`config.mk`:
```
export PLATFORM = sky130hd
export DESIGN_NAME = mshr_file
export DESIGN_NICKNAME = d
export VERILOG_FILES = /design/src/rtl/mshr_file_pkg.sv /design/src/rtl/mshr_first_set.sv /design/src/rtl/mshr_line_match.sv /design/src/rtl/mshr_payload_ram.sv /design/src/rtl/mshr_file.sv
export SDC_FILE = /design/constraint.sdc
export NUM_CORES = 1
export LEC_CHECK = 0
export BUFFER_PORTS_ARGS = -buffer_cell sky130_fd_sc_hd__buf_2
export CAP_MARGIN = 20
export CORE_MARGIN = 2
export CORE_UTILIZATION = 50
export DETAILED_ROUTE_END_ITERATION = 8
export PLACE_DENSITY = 0.75
export SLEW_MARGIN = 20
export SYNTH_ARGS = -nofsm -noshare
export SYNTH_HDL_FRONTEND = slang
export SYNTH_SLANG_ARGS = --single-unit
```
`constraint.sdc`:
```
create_clock -name clk -period 17.35 [get_ports clk]
set_input_delay 3.47 -clock clk [delete_from_list [all_inputs] [get_ports clk]]
set_output_delay 3.47 -clock clk [all_outputs]
set_load 0.01 [all_outputs]
```
`src/rtl/mshr_file_pkg.sv`:
```
package mshr_file_pkg;

  // Life cycle of one miss entry.
  typedef enum logic [1:0] {
    ENT_FREE = 2'd0,
    ENT_WAIT = 2'd1,
    ENT_RPLY = 2'd2
  } ent_state_e;

endpackage

```
`src/rtl/mshr_first_set.sv`:
```
// Lowest-index set bit of a request vector.
module mshr_first_set #(
  parameter int N     = 8,
  parameter int IDX_W = 3
) (
  input  logic [N-1:0]     vec_i,
  output logic             found_o,
  output logic [IDX_W-1:0] idx_o
);

  always_comb begin
    found_o = |vec_i;
    idx_o   = '0;
    for (int i = N - 1; i >= 0; i--) begin
      if (vec_i[i]) idx_o = IDX_W'(i);
    end
  end

endmodule

```
`src/rtl/mshr_line_match.sv`:
```
// Parallel set/tag comparison against every entry, masked by a liveness vector.
module mshr_line_match #(
  parameter int N     = 8,
  parameter int SET_W = 6,
  parameter int TAG_W = 20
) (
  input  logic [N-1:0][SET_W-1:0] ent_set_i,
  input  logic [N-1:0][TAG_W-1:0] ent_tag_i,
  input  logic [N-1:0]            live_i,
  input  logic [SET_W-1:0]        q_set_i,
  input  logic [TAG_W-1:0]        q_tag_i,
  output logic [N-1:0]            hit_o
);

  for (genvar g = 0; g < N; g++) begin : g_cmp
    assign hit_o[g] = live_i[g]
                    && (ent_set_i[g] == q_set_i)
                    && (ent_tag_i[g] == q_tag_i);
  end

endmodule

```
`src/rtl/mshr_payload_ram.sv`:
```
// One write port, one registered read port; no reset on the array so it can map to RAM.
module mshr_payload_ram #(
  parameter int DEPTH = 8,
  parameter int WIDTH = 32,
  parameter int AW    = 3
) (
  input  logic             clk,
  input  logic             we_i,
  input  logic [AW-1:0]    waddr_i,
  input  logic [WIDTH-1:0] wdata_i,
  input  logic             re_i,
  input  logic [AW-1:0]    raddr_i,
  output logic [WIDTH-1:0] rdata_o
);

  logic [WIDTH-1:0] mem [DEPTH];
  logic [WIDTH-1:0] rdata_q;

  always_ff @(posedge clk) begin
    if (we_i) mem[waddr_i] <= wdata_i;
  end

  always_ff @(posedge clk) begin
    if (re_i) rdata_q <= mem[raddr_i];
  end

  assign rdata_o = rdata_q;

endmodule

```
`src/rtl/mshr_file.sv`:
```
module mshr_file
  import mshr_file_pkg::*;
#(
  parameter int NUM_ENTRIES = 8,
  parameter int SET_W       = 6,
  parameter int TAG_W       = 20,
  parameter int WAY_W       = 2,
  parameter int NUM_PORTS   = 4,
  parameter int REQID_W     = 4,
  parameter int CTAG_W      = 8,
  localparam int IDX_W      = (NUM_ENTRIES > 1) ? $clog2(NUM_ENTRIES) : 1,
  localparam int CNT_W      = $clog2(NUM_ENTRIES + 1)
) (
  input  logic                              clk,
  input  logic                              rst,
  input  logic                              clr_i,
  input  logic [SET_W-1:0]                  lk_set_i,
  input  logic [TAG_W-1:0]                  lk_tag_i,
  output logic                              lk_hit_o,
  input  logic                              al_valid_i,
  input  logic [SET_W-1:0]                  al_set_i,
  input  logic [TAG_W-1:0]                  al_tag_i,
  input  logic                              al_write_i,
  input  logic [NUM_PORTS-1:0]              al_pvld_i,
  input  logic [NUM_PORTS-1:0][REQID_W-1:0] al_pid_i,
  input  logic [NUM_PORTS-1:0][CTAG_W-1:0]  al_ptag_i,
  input  logic [WAY_W-1:0]                  al_way_i,
  output logic                              al_ack_o,
  output logic [IDX_W-1:0]                  al_idx_o,
  input  logic                              fl_valid_i,
  input  logic [IDX_W-1:0]                  fl_idx_i,
  output logic                              up_valid_o,
  output logic [SET_W-1:0]                  up_set_o,
  output logic [TAG_W-1:0]                  up_tag_o,
  output logic [WAY_W-1:0]                  up_way_o,
  input  logic                              pop_i,
  output logic                              rp_valid_o,
  output logic [SET_W-1:0]                  rp_set_o,
  output logic [TAG_W-1:0]                  rp_tag_o,
  output logic                              rp_write_o,
  output logic [NUM_PORTS-1:0]              rp_pvld_o,
  output logic [NUM_PORTS-1:0][REQID_W-1:0] rp_pid_o,
  output logic [NUM_PORTS-1:0][CTAG_W-1:0]  rp_ptag_o,
  output logic                              full_o,
  output logic [CNT_W-1:0]                  count_o
);

  localparam int PAY_W = 1 + NUM_PORTS * (1 + REQID_W + CTAG_W);

  // Entry state and the fields that must be compared in parallel live in flops.
  ent_state_e                         st_q [NUM_ENTRIES];
  logic [NUM_ENTRIES-1:0][SET_W-1:0]  set_q;
  logic [NUM_ENTRIES-1:0][TAG_W-1:0]  tag_q;
  logic [NUM_ENTRIES-1:0][WAY_W-1:0]  way_q;
  logic [CNT_W-1:0]                   cnt_q;
  logic                               full_q;

  logic [NUM_ENTRIES-1:0] free_vec, wait_vec, rdy_vec, live_vec;
  logic [NUM_ENTRIES-1:0] lk_vec, fl_vec;

  always_comb begin
    for (int i = 0; i < NUM_ENTRIES; i++) begin
      free_vec[i] = (st_q[i] == ENT_FREE);
      wait_vec[i] = (st_q[i] == ENT_WAIT);
      rdy_vec[i]  = (st_q[i] == ENT_RPLY);
    end
    live_vec = ~free_vec;
  end

  // Slot choice for allocation and for replay drain.
  logic             free_found, rdy_found;
  logic [IDX_W-1:0] free_idx, rdy_idx;

  mshr_first_set #(.N(NUM_ENTRIES), .IDX_W(IDX_W)) u_pick_free (
    .vec_i   (free_vec),
    .found_o (free_found),
    .idx_o   (free_idx)
  );

  mshr_first_set #(.N(NUM_ENTRIES), .IDX_W(IDX_W)) u_pick_rdy (
    .vec_i   (rdy_vec),
    .found_o (rdy_found),
    .idx_o   (rdy_idx)
  );

  // Outstanding-miss query from the bank pipeline.
  mshr_line_match #(.N(NUM_ENTRIES), .SET_W(SET_W), .TAG_W(TAG_W)) u_lookup (
    .ent_set_i (set_q),
    .ent_tag_i (tag_q),
    .live_i    (live_vec),
    .q_set_i   (lk_set_i),
    .q_tag_i   (lk_tag_i),
    .hit_o     (lk_vec)
  );

  assign lk_hit_o = |lk_vec;

  // Fill: root entry fields, then release of every waiter on the same line.
  logic             fl_in_range;
  logic             root_wait;
  logic [SET_W-1:0] root_set;
  logic [TAG_W-1:0] root_tag;
  logic [WAY_W-1:0] root_way;

  assign fl_in_range = (int'(fl_idx_i) < NUM_ENTRIES);
  assign root_set    = set_q[fl_idx_i];
  assign root_tag    = tag_q[fl_idx_i];
  assign root_way    = way_q[fl_idx_i];
  assign root_wait   = fl_in_range && wait_vec[fl_idx_i];

  mshr_line_match #(.N(NUM_ENTRIES), .SET_W(SET_W), .TAG_W(TAG_W)) u_release (
    .ent_set_i (set_q),
    .ent_tag_i (tag_q),
    .live_i    (wait_vec),
    .q_set_i   (root_set),
    .q_tag_i   (root_tag),
    .hit_o     (fl_vec)
  );

  // Accepted operations this cycle; clear overrides all of them.
  logic alloc_fire, pop_fire, fill_ok;

  assign alloc_fire = al_valid_i && free_found && !clr_i;
  assign pop_fire   = pop_i && rdy_found && !clr_i;
  assign fill_ok    = fl_valid_i && root_wait && !clr_i;

  // State transitions: pop frees, fill releases, allocation claims.
  always_ff @(posedge clk) begin
    if (rst || clr_i) begin
      for (int i = 0; i < NUM_ENTRIES; i++) st_q[i] <= ENT_FREE;
    end else begin
      for (int i = 0; i < NUM_ENTRIES; i++) begin
        if (pop_fire && (rdy_idx == IDX_W'(i))) begin
          st_q[i] <= ENT_FREE;
        end else if (fill_ok && fl_vec[i]) begin
          st_q[i] <= ENT_RPLY;
        end else if (alloc_fire && (free_idx == IDX_W'(i))) begin
          st_q[i] <= ENT_WAIT;
        end
      end
    end
  end

  // Line identity and victim way of each entry.
  always_ff @(posedge clk) begin
    if (alloc_fire) begin
      set_q[free_idx] <= al_set_i;
      tag_q[free_idx] <= al_tag_i;
      way_q[free_idx] <= al_way_i;
    end
  end

  // Occupancy and full flag, both registered.
  logic [CNT_W-1:0] cnt_d;

  always_comb begin
    cnt_d = cnt_q;
    if (alloc_fire) cnt_d = cnt_d + CNT_W'(1);
    if (pop_fire)   cnt_d = cnt_d - CNT_W'(1);
  end

  always_ff @(posedge clk) begin
    if (rst || clr_i) begin
      cnt_q  <= '0;
      full_q <= 1'b0;
    end else begin
      cnt_q  <= cnt_d;
      full_q <= (cnt_d == CNT_W'(NUM_ENTRIES));
    end
  end

  assign count_o = cnt_q;
  assign full_o  = full_q;

  // Requester payload lives in RAM; only the drain path reads it.
  logic [PAY_W-1:0] pay_wr, pay_rd;

  assign pay_wr = {al_write_i, al_pvld_i, al_pid_i, al_ptag_i};

  mshr_payload_ram #(.DEPTH(NUM_ENTRIES), .WIDTH(PAY_W), .AW(IDX_W)) u_payload (
    .clk     (clk),
    .we_i    (alloc_fire),
    .waddr_i (free_idx),
    .wdata_i (pay_wr),
    .re_i    (pop_fire),
    .raddr_i (rdy_idx),
    .rdata_o (pay_rd)
  );

  assign {rp_write_o, rp_pvld_o, rp_pid_o, rp_ptag_o} = pay_rd;

  // Registered result ports.
  logic             ack_q, upv_q, rpv_q;
  logic [IDX_W-1:0] aidx_q;
  logic [SET_W-1:0] upset_q, rpset_q;
  logic [TAG_W-1:0] uptag_q, rptag_q;
  logic [WAY_W-1:0] upway_q;

  always_ff @(posedge clk) begin
    if (rst || clr_i) begin
      ack_q <= 1'b0;
      upv_q <= 1'b0;
      rpv_q <= 1'b0;
    end else begin
      ack_q <= alloc_fire;
      upv_q <= fill_ok;
      rpv_q <= pop_fire;
    end
  end

  always_ff @(posedge clk) begin
    if (alloc_fire) aidx_q <= free_idx;
    if (fill_ok) begin
      upset_q <= root_set;
      uptag_q <= root_tag;
      upway_q <= root_way;
    end
    if (pop_fire) begin
      rpset_q <= set_q[rdy_idx];
      rptag_q <= tag_q[rdy_idx];
    end
  end

  assign al_ack_o   = ack_q;
  assign al_idx_o   = aidx_q;
  assign up_valid_o = upv_q;
  assign up_set_o   = upset_q;
  assign up_tag_o   = uptag_q;
  assign up_way_o   = upway_q;
  assign rp_valid_o = rpv_q;
  assign rp_set_o   = rpset_q;
  assign rp_tag_o   = rptag_q;

endmodule

```
* Yosys cells after proc, flatten, opt, wreduce, memory -nomap -nowiden *
Memories as Yosys holds them, arrays and structs flattened. A register that Yosys moved wholly into a read port is not among the register bits.
Cells that the tools add are included.

cells by class
  $add $sub $neg = 2
  reduce and logical (&&, ||, !) cells = 78
  bitwise operators = 25
  order comparisons = 4
  multiplexer cells = 163
  equal/unequal tests = 63

operators with widths
  cell                                                                           number
  20-bit == test                                                                 16
  160-bit bitwise mux                                                            1
  20-bit binary-select mux with 3-bit select                                     2
  1-bit two-way mux                                                              101
  6-bit == test                                                                  16
  1-bit logical AND                                                              63
  20-bit demux with 3-bit select                                                 1
  20-bit two-way mux                                                             3
  2-bit two-way mux                                                              26
  48-bit bitwise mux                                                             1
  3-bit two-way mux                                                              16
  6-bit binary-select mux with 3-bit select                                      2
  3-bit == test (second input constant)                                          8
  1-bit bitwise OR                                                               24
  8-bit OR reduction                                                             3
  6-bit demux with 3-bit select                                                  1
  6-bit two-way mux                                                              3
  16-bit bitwise mux                                                             1
  2-bit by 1-bit == test with 1-bit output (second input constant)               8
  2-bit == test (second input constant)                                          8
  2-bit logical NOT                                                              8
  3-bit by 2-bit == test with 1-bit output (second input constant)               4
  3-bit by 4-bit less-than comparator with 1-bit output (second input constant)  3
  4-bit two-way mux                                                              2
  12 further kinds                                                               14

storage, ports and cells
  memories = 2
  word-level logic and storage cells = 372
  output and inout bits = 119
  register bits = 289
  memory bits (writable) = 440
  bits of input ports = 116

memories
  memory         depth  width  read ports  clocked after Yosys merged registers in  write ports  line                    text
  u_payload.mem  8      53     1           1                                        1            mshr_payload_ram.sv:16  logic [WIDTH-1:0] mem [DEPTH];
  st_q           8      2      8           0                                        8            mshr_file.sv:51         ent_state_e st_q [NUM_ENTRIES];

* Logic depth before layout (Yosys ltp) *
An unclocked memory read counts as a cell.

  depth in word-level cells = 18
  depth in mapped cells = 11
  depth with buffers taken out = 8

* By module *
A second synthesis with hierarchy kept.

second synthesis, totals
  cells, all modules = 1965
  area, all modules = 36175.9 um^2

modules (own cells, without submodules)
  module            sequential area each (um^2)  area an instance (um^2)  cells an instance  instances
  mshr_payload_ram  14323.7                      17581.9                  679                1
  mshr_file         9078.7                       13246.5                  648                1
  mshr_line_match   0.0                          2592.5                   306                2
  mshr_first_set    0.0                          81.3                     13                 2

* Worst setup path after synthesis *
No wires, ideal clock.

  path type = input port to flip-flop
  start point = input port al_valid_i
  end point = memory st_q[0][6] (netlist bit), enable pin
  setup slack = 7230 ps
  path buffers = 0
  arrival = 9793 ps
  setup time = 327 ps
  required time = 17023 ps
  cell stages on the path = 5
  cells stage by stage = nor2b_1 -> nand2_1 -> nor3_1 -> nor2_1 -> o221ai_1

RTL lines
  element             line             text
  start: declaration  mshr_file.sv:20  input logic al_valid_i,
  end: declaration    mshr_file.sv:51

* Final worst setup path *
  start point = input port lk_tag_i[1]
  end point = output port lk_hit_o

on the way
  word-level cells in the longest chain between the ends = 3
  elaborated cells on any way between the ends = 17
  classes of those cells = 8 x eq/ne; 9 x reduce/logical

ends and longest elaborated chain
  element               line                   text
  start: declaration    mshr_file.sv:18        input logic [TAG_W-1:0] lk_tag_i,
  20-bit == test        mshr_line_match.sv:18  && (ent_tag_i[g] == q_tag_i);
  1-bit logical AND     mshr_line_match.sv:18
  8-bit OR reduction *  mshr_file.sv:96        assign lk_hit_o = |lk_vec;
  end: declaration      mshr_file.sv:19        output logic lk_hit_o,

Mark *: on every way between the ends. The rest lies on a longest branch, timed or not.

==> flow_metrics.env <==
export IMPL_reg2reg_to="rp_tag_o[17]"
export IMPL_cpPeakStageDelay_ns=0.52
export IMPL_synthFlopType="edfxtp_1"
export IMPL_die_w_um=273
export IMPL_routed_wl_um=128000
export IMPL_criticalPathCategory="input port to output pin"
export IMPL_die_area_um2=74700
export IMPL_min_period_ns=9.05
export IMPL_worstHoldEndpoint="u_payload.rdata_o[29]"
export IMPL_layout_commonest_cell="edfxtp_1"
export IMPL_clk_pin_slew_worst_paths_ns=0.06
export IMPL_synth_seq_area_share=0.645
export IMPL_area_delta_synth_final_pct=12.9
export IMPL_holdBufCountCts=0
export IMPL_grt_pass1_wl_um=179000
export IMPL_setup_viol=0
export IMPL_holdWs_ns=0.672
export IMPL_drt_initial_drc_count=3364
export IMPL_vdd_drop_max_mv=0.0988
export IMPL_layout_nets=3092
export IMPL_finalHoldViolations=0
export IMPL_cap_violations=0
export IMPL_slew_headroom=0.206
export IMPL_worstPathRequired_ns=13.88
export IMPL_rr_startpoint="st_q[1][2]"
export IMPL_path_cells="buf_2 -> xor2_1 -> nor4_1 -> nand4_1 -> nor4_1 -> nor4_1 -> o2111ai_1 -> buf_2"
export IMPL_tritoncts="done"
export IMPL_layout_common_cells="774 x edfxtp_1, 493 x nand2_1, 233 x buf_2"
export IMPL_synth_fp_nets=2914
export IMPL_startpoint="lk_tag_i[1]"
export IMPL_fin_skew_ns=0.0735
export IMPL_cts_max_path_buffers=3
export IMPL_gr_usage_all_layers=0.340
export IMPL_ant_nets=0
export IMPL_synth_warnings=0
export IMPL_drv_slew=0
export IMPL_place_congestion=1.05
export IMPL_fin_setup_tns_ns=0
export IMPL_ys_async_sr_fraction=0
export IMPL_num_vias=25400
export IMPL_post_route_util=0.572
export IMPL_drive_above_1_share=0.182
export IMPL_worst_path_max_fanout=8
export IMPL_root_buffer="clkbuf_16"
export IMPL_grt_pass1_vias=24400
export IMPL_drc_errors=0
export IMPL_synth_edf_count=774
export IMPL_cts_sinks=782
export IMPL_rsz0062_at_grt="no"
export IMPL_rows=98
export IMPL_min_delay_start="u_payload.mem[3][29]"
export IMPL_io_pins=235
export IMPL_dpl_hpwl_um=86800
export IMPL_end_kind="output pin"
export IMPL_layoutNonFillerInstCount=3995
export IMPL_initial_core_util=0.507
export IMPL_coreArea_um2=71600
export IMPL_antenna_found_initial=15
export IMPL_synth_area_um2=36300
export IMPL_cp_data_arrival_time_ns=5.58
export IMPL_synth_distinct_cells=61
export IMPL_cp_slowest_cell="nor4_1"
export IMPL_max_clock_freq_ghz=0.111
export IMPL_ctsResizeCount=0
export IMPL_wl_per_cell_um=32.0
export IMPL_powerDensity_nw_per_um2=108
export IMPL_hold_class="flop to flop"
export IMPL_p_leak_nw=14.1
export IMPL_min_path_cells=3
export IMPL_r2r_slack_ns=12.63
export IMPL_grt_max_degree=135
export IMPL_cpMostUsedCell="nor4_1"
export IMPL_min_period_over_period=0.521
export IMPL_die_y_um=273
export IMPL_run_status="complete, no violations"
export IMPL_clk_latency_ns=0.66
export IMPL_worst_slew_pin_transition_ns=1.18
export IMPL_cts_htree_levels=3
export IMPL_ys_seq_elements=782
export IMPL_first_pass_iters=7
export IMPL_vias_per_cell=6.36
export IMPL_critPathLaunchType="input port"
export IMPL_postSynthAreaPerCell_um2=13.0
export IMPL_gr_total_overflow=0
export IMPL_worstRegToRegCells=9
export IMPL_syn_instance_count=2796
export IMPL_dp_cells=3842
export IMPL_cts_buffers_inserted=79
export IMPL_cts_setup_buffers=0
export IMPL_port_buffers=234
metal layers:
| metal | global-route usage | vias to the layer above | share of wire |
|---|---|---|---|
| li1 | - | 10800 | - |
| met3 | 0.0628 | 321 | 0.090 |
| met2 | 0.563 | 1612 | 0.48 |
| met1 | 0.437 | 12700 | 0.37 |
| met5 | 0 | - | 0.00080 |
| met4 | 0.152 | 18 | 0.052 |
power breakdown:
| part | switching [mW] | internal (mW) | total, mW |
|---|---|---|---|
| sequential | 0.0231 | 2.13 | 2.15 |
| combinational | 0.391 | 0.197 | 0.589 |
| clock | 0.743 | 0.921 | 1.66 |
cell usage after synthesis, drive strengths merged, types with 5 or more instances:
master	instances	share of area
a21oi	165	0.023
a221oi	78	0.019
a22oi	9	0.0019
a31o	77	0.019
and2	5	0.00086
buf	35	0.0048
clkbuf	142	0.015
dfxtp	8	0.0044
edfxtp	774	0.64
inv	36	0.0037
mux2	14	0.0043
mux2i	41	0.015
mux4	39	0.024
nand2	493	0.051
nand2b	20	0.0034
nand3	170	0.023
nand4	41	0.0071
nor2	33	0.0034
nor2b	12	0.0021
nor3	25	0.0034
nor4	82	0.014
o2111ai	8	0.0019
o21ai	8	0.0011
o22a	8	0.0019
o22ai	10	0.0017
xnor2	222	0.054
xor2	191	0.046
logic make-up (layout without fill, tap and decap cells):
family	Yosys count	after routing	synth area share
AOI/OAI and AO/OA	391	391	0.0752
DFF	782	782	0.645
other	0	7	0
buffers and inverters	213	455	0.0232
adders and majority gates	2	2	0.000690
and+or+nand+nor	901	901	0.113
muxes	94	94	0.0431
xor gates and xnor gates	413	413	0.0997
critical path: cells and delay by family:
family                    cells  cell delay, ns
and+or+nand+nor               4            1.31
buffers and inverters         2            0.49
xor gates and xnor gates      1            0.12
AOI/OAI and AO/OA             1            0.16
stage by stage:
step	power (mW)	setup WS (ns)	area (um2)
after floorplan	2.56	7.23	36300
after global placement	2.75	8.28	38400
after detailed placement	2.77	8.30	38400
after CTS	4.41	8.28	40900
after global routing	4.53	8.18	40900
final	4.41	8.30	41000
area by class of cell:
class	instances	area (um2)
antenna	7	17.5
clock buffer	99	2060
clock inverter	46	490
fill	5676	30700
inverter	36	168
multi-input combinational	1801	12100
sequential	782	23400
tap	950	1190
timing repair buffer	274	1520
registers in the layout, indices dropped and copies added (netlist names), 4 cells and up:
register	flops
way_q	16
up_set_o	6
u_payload.rdata_o	53
u_payload.mem	424
set_q	48
rp_tag_o	20
rp_set_o	6
tag_q	160
up_tag_o	20
count_o	4
st_q	16
worst max-delay path by stage:
| stage | slack (ns) | to | depth (start not counted) |
|---|---|---|---|
| after global routing | 8.18 | lk_hit_o | 8 |
| after floorplan | 7.23 | st_q[0][6] | 5 |
| after CTS | 8.28 | lk_hit_o | 8 |
| final | 8.30 | lk_hit_o | 8 |
| after global placement | 8.28 | lk_hit_o | 8 |
| after detailed placement | 8.30 | lk_hit_o | 8 |
No activity file was read; power rests on OpenSTA's default activity.
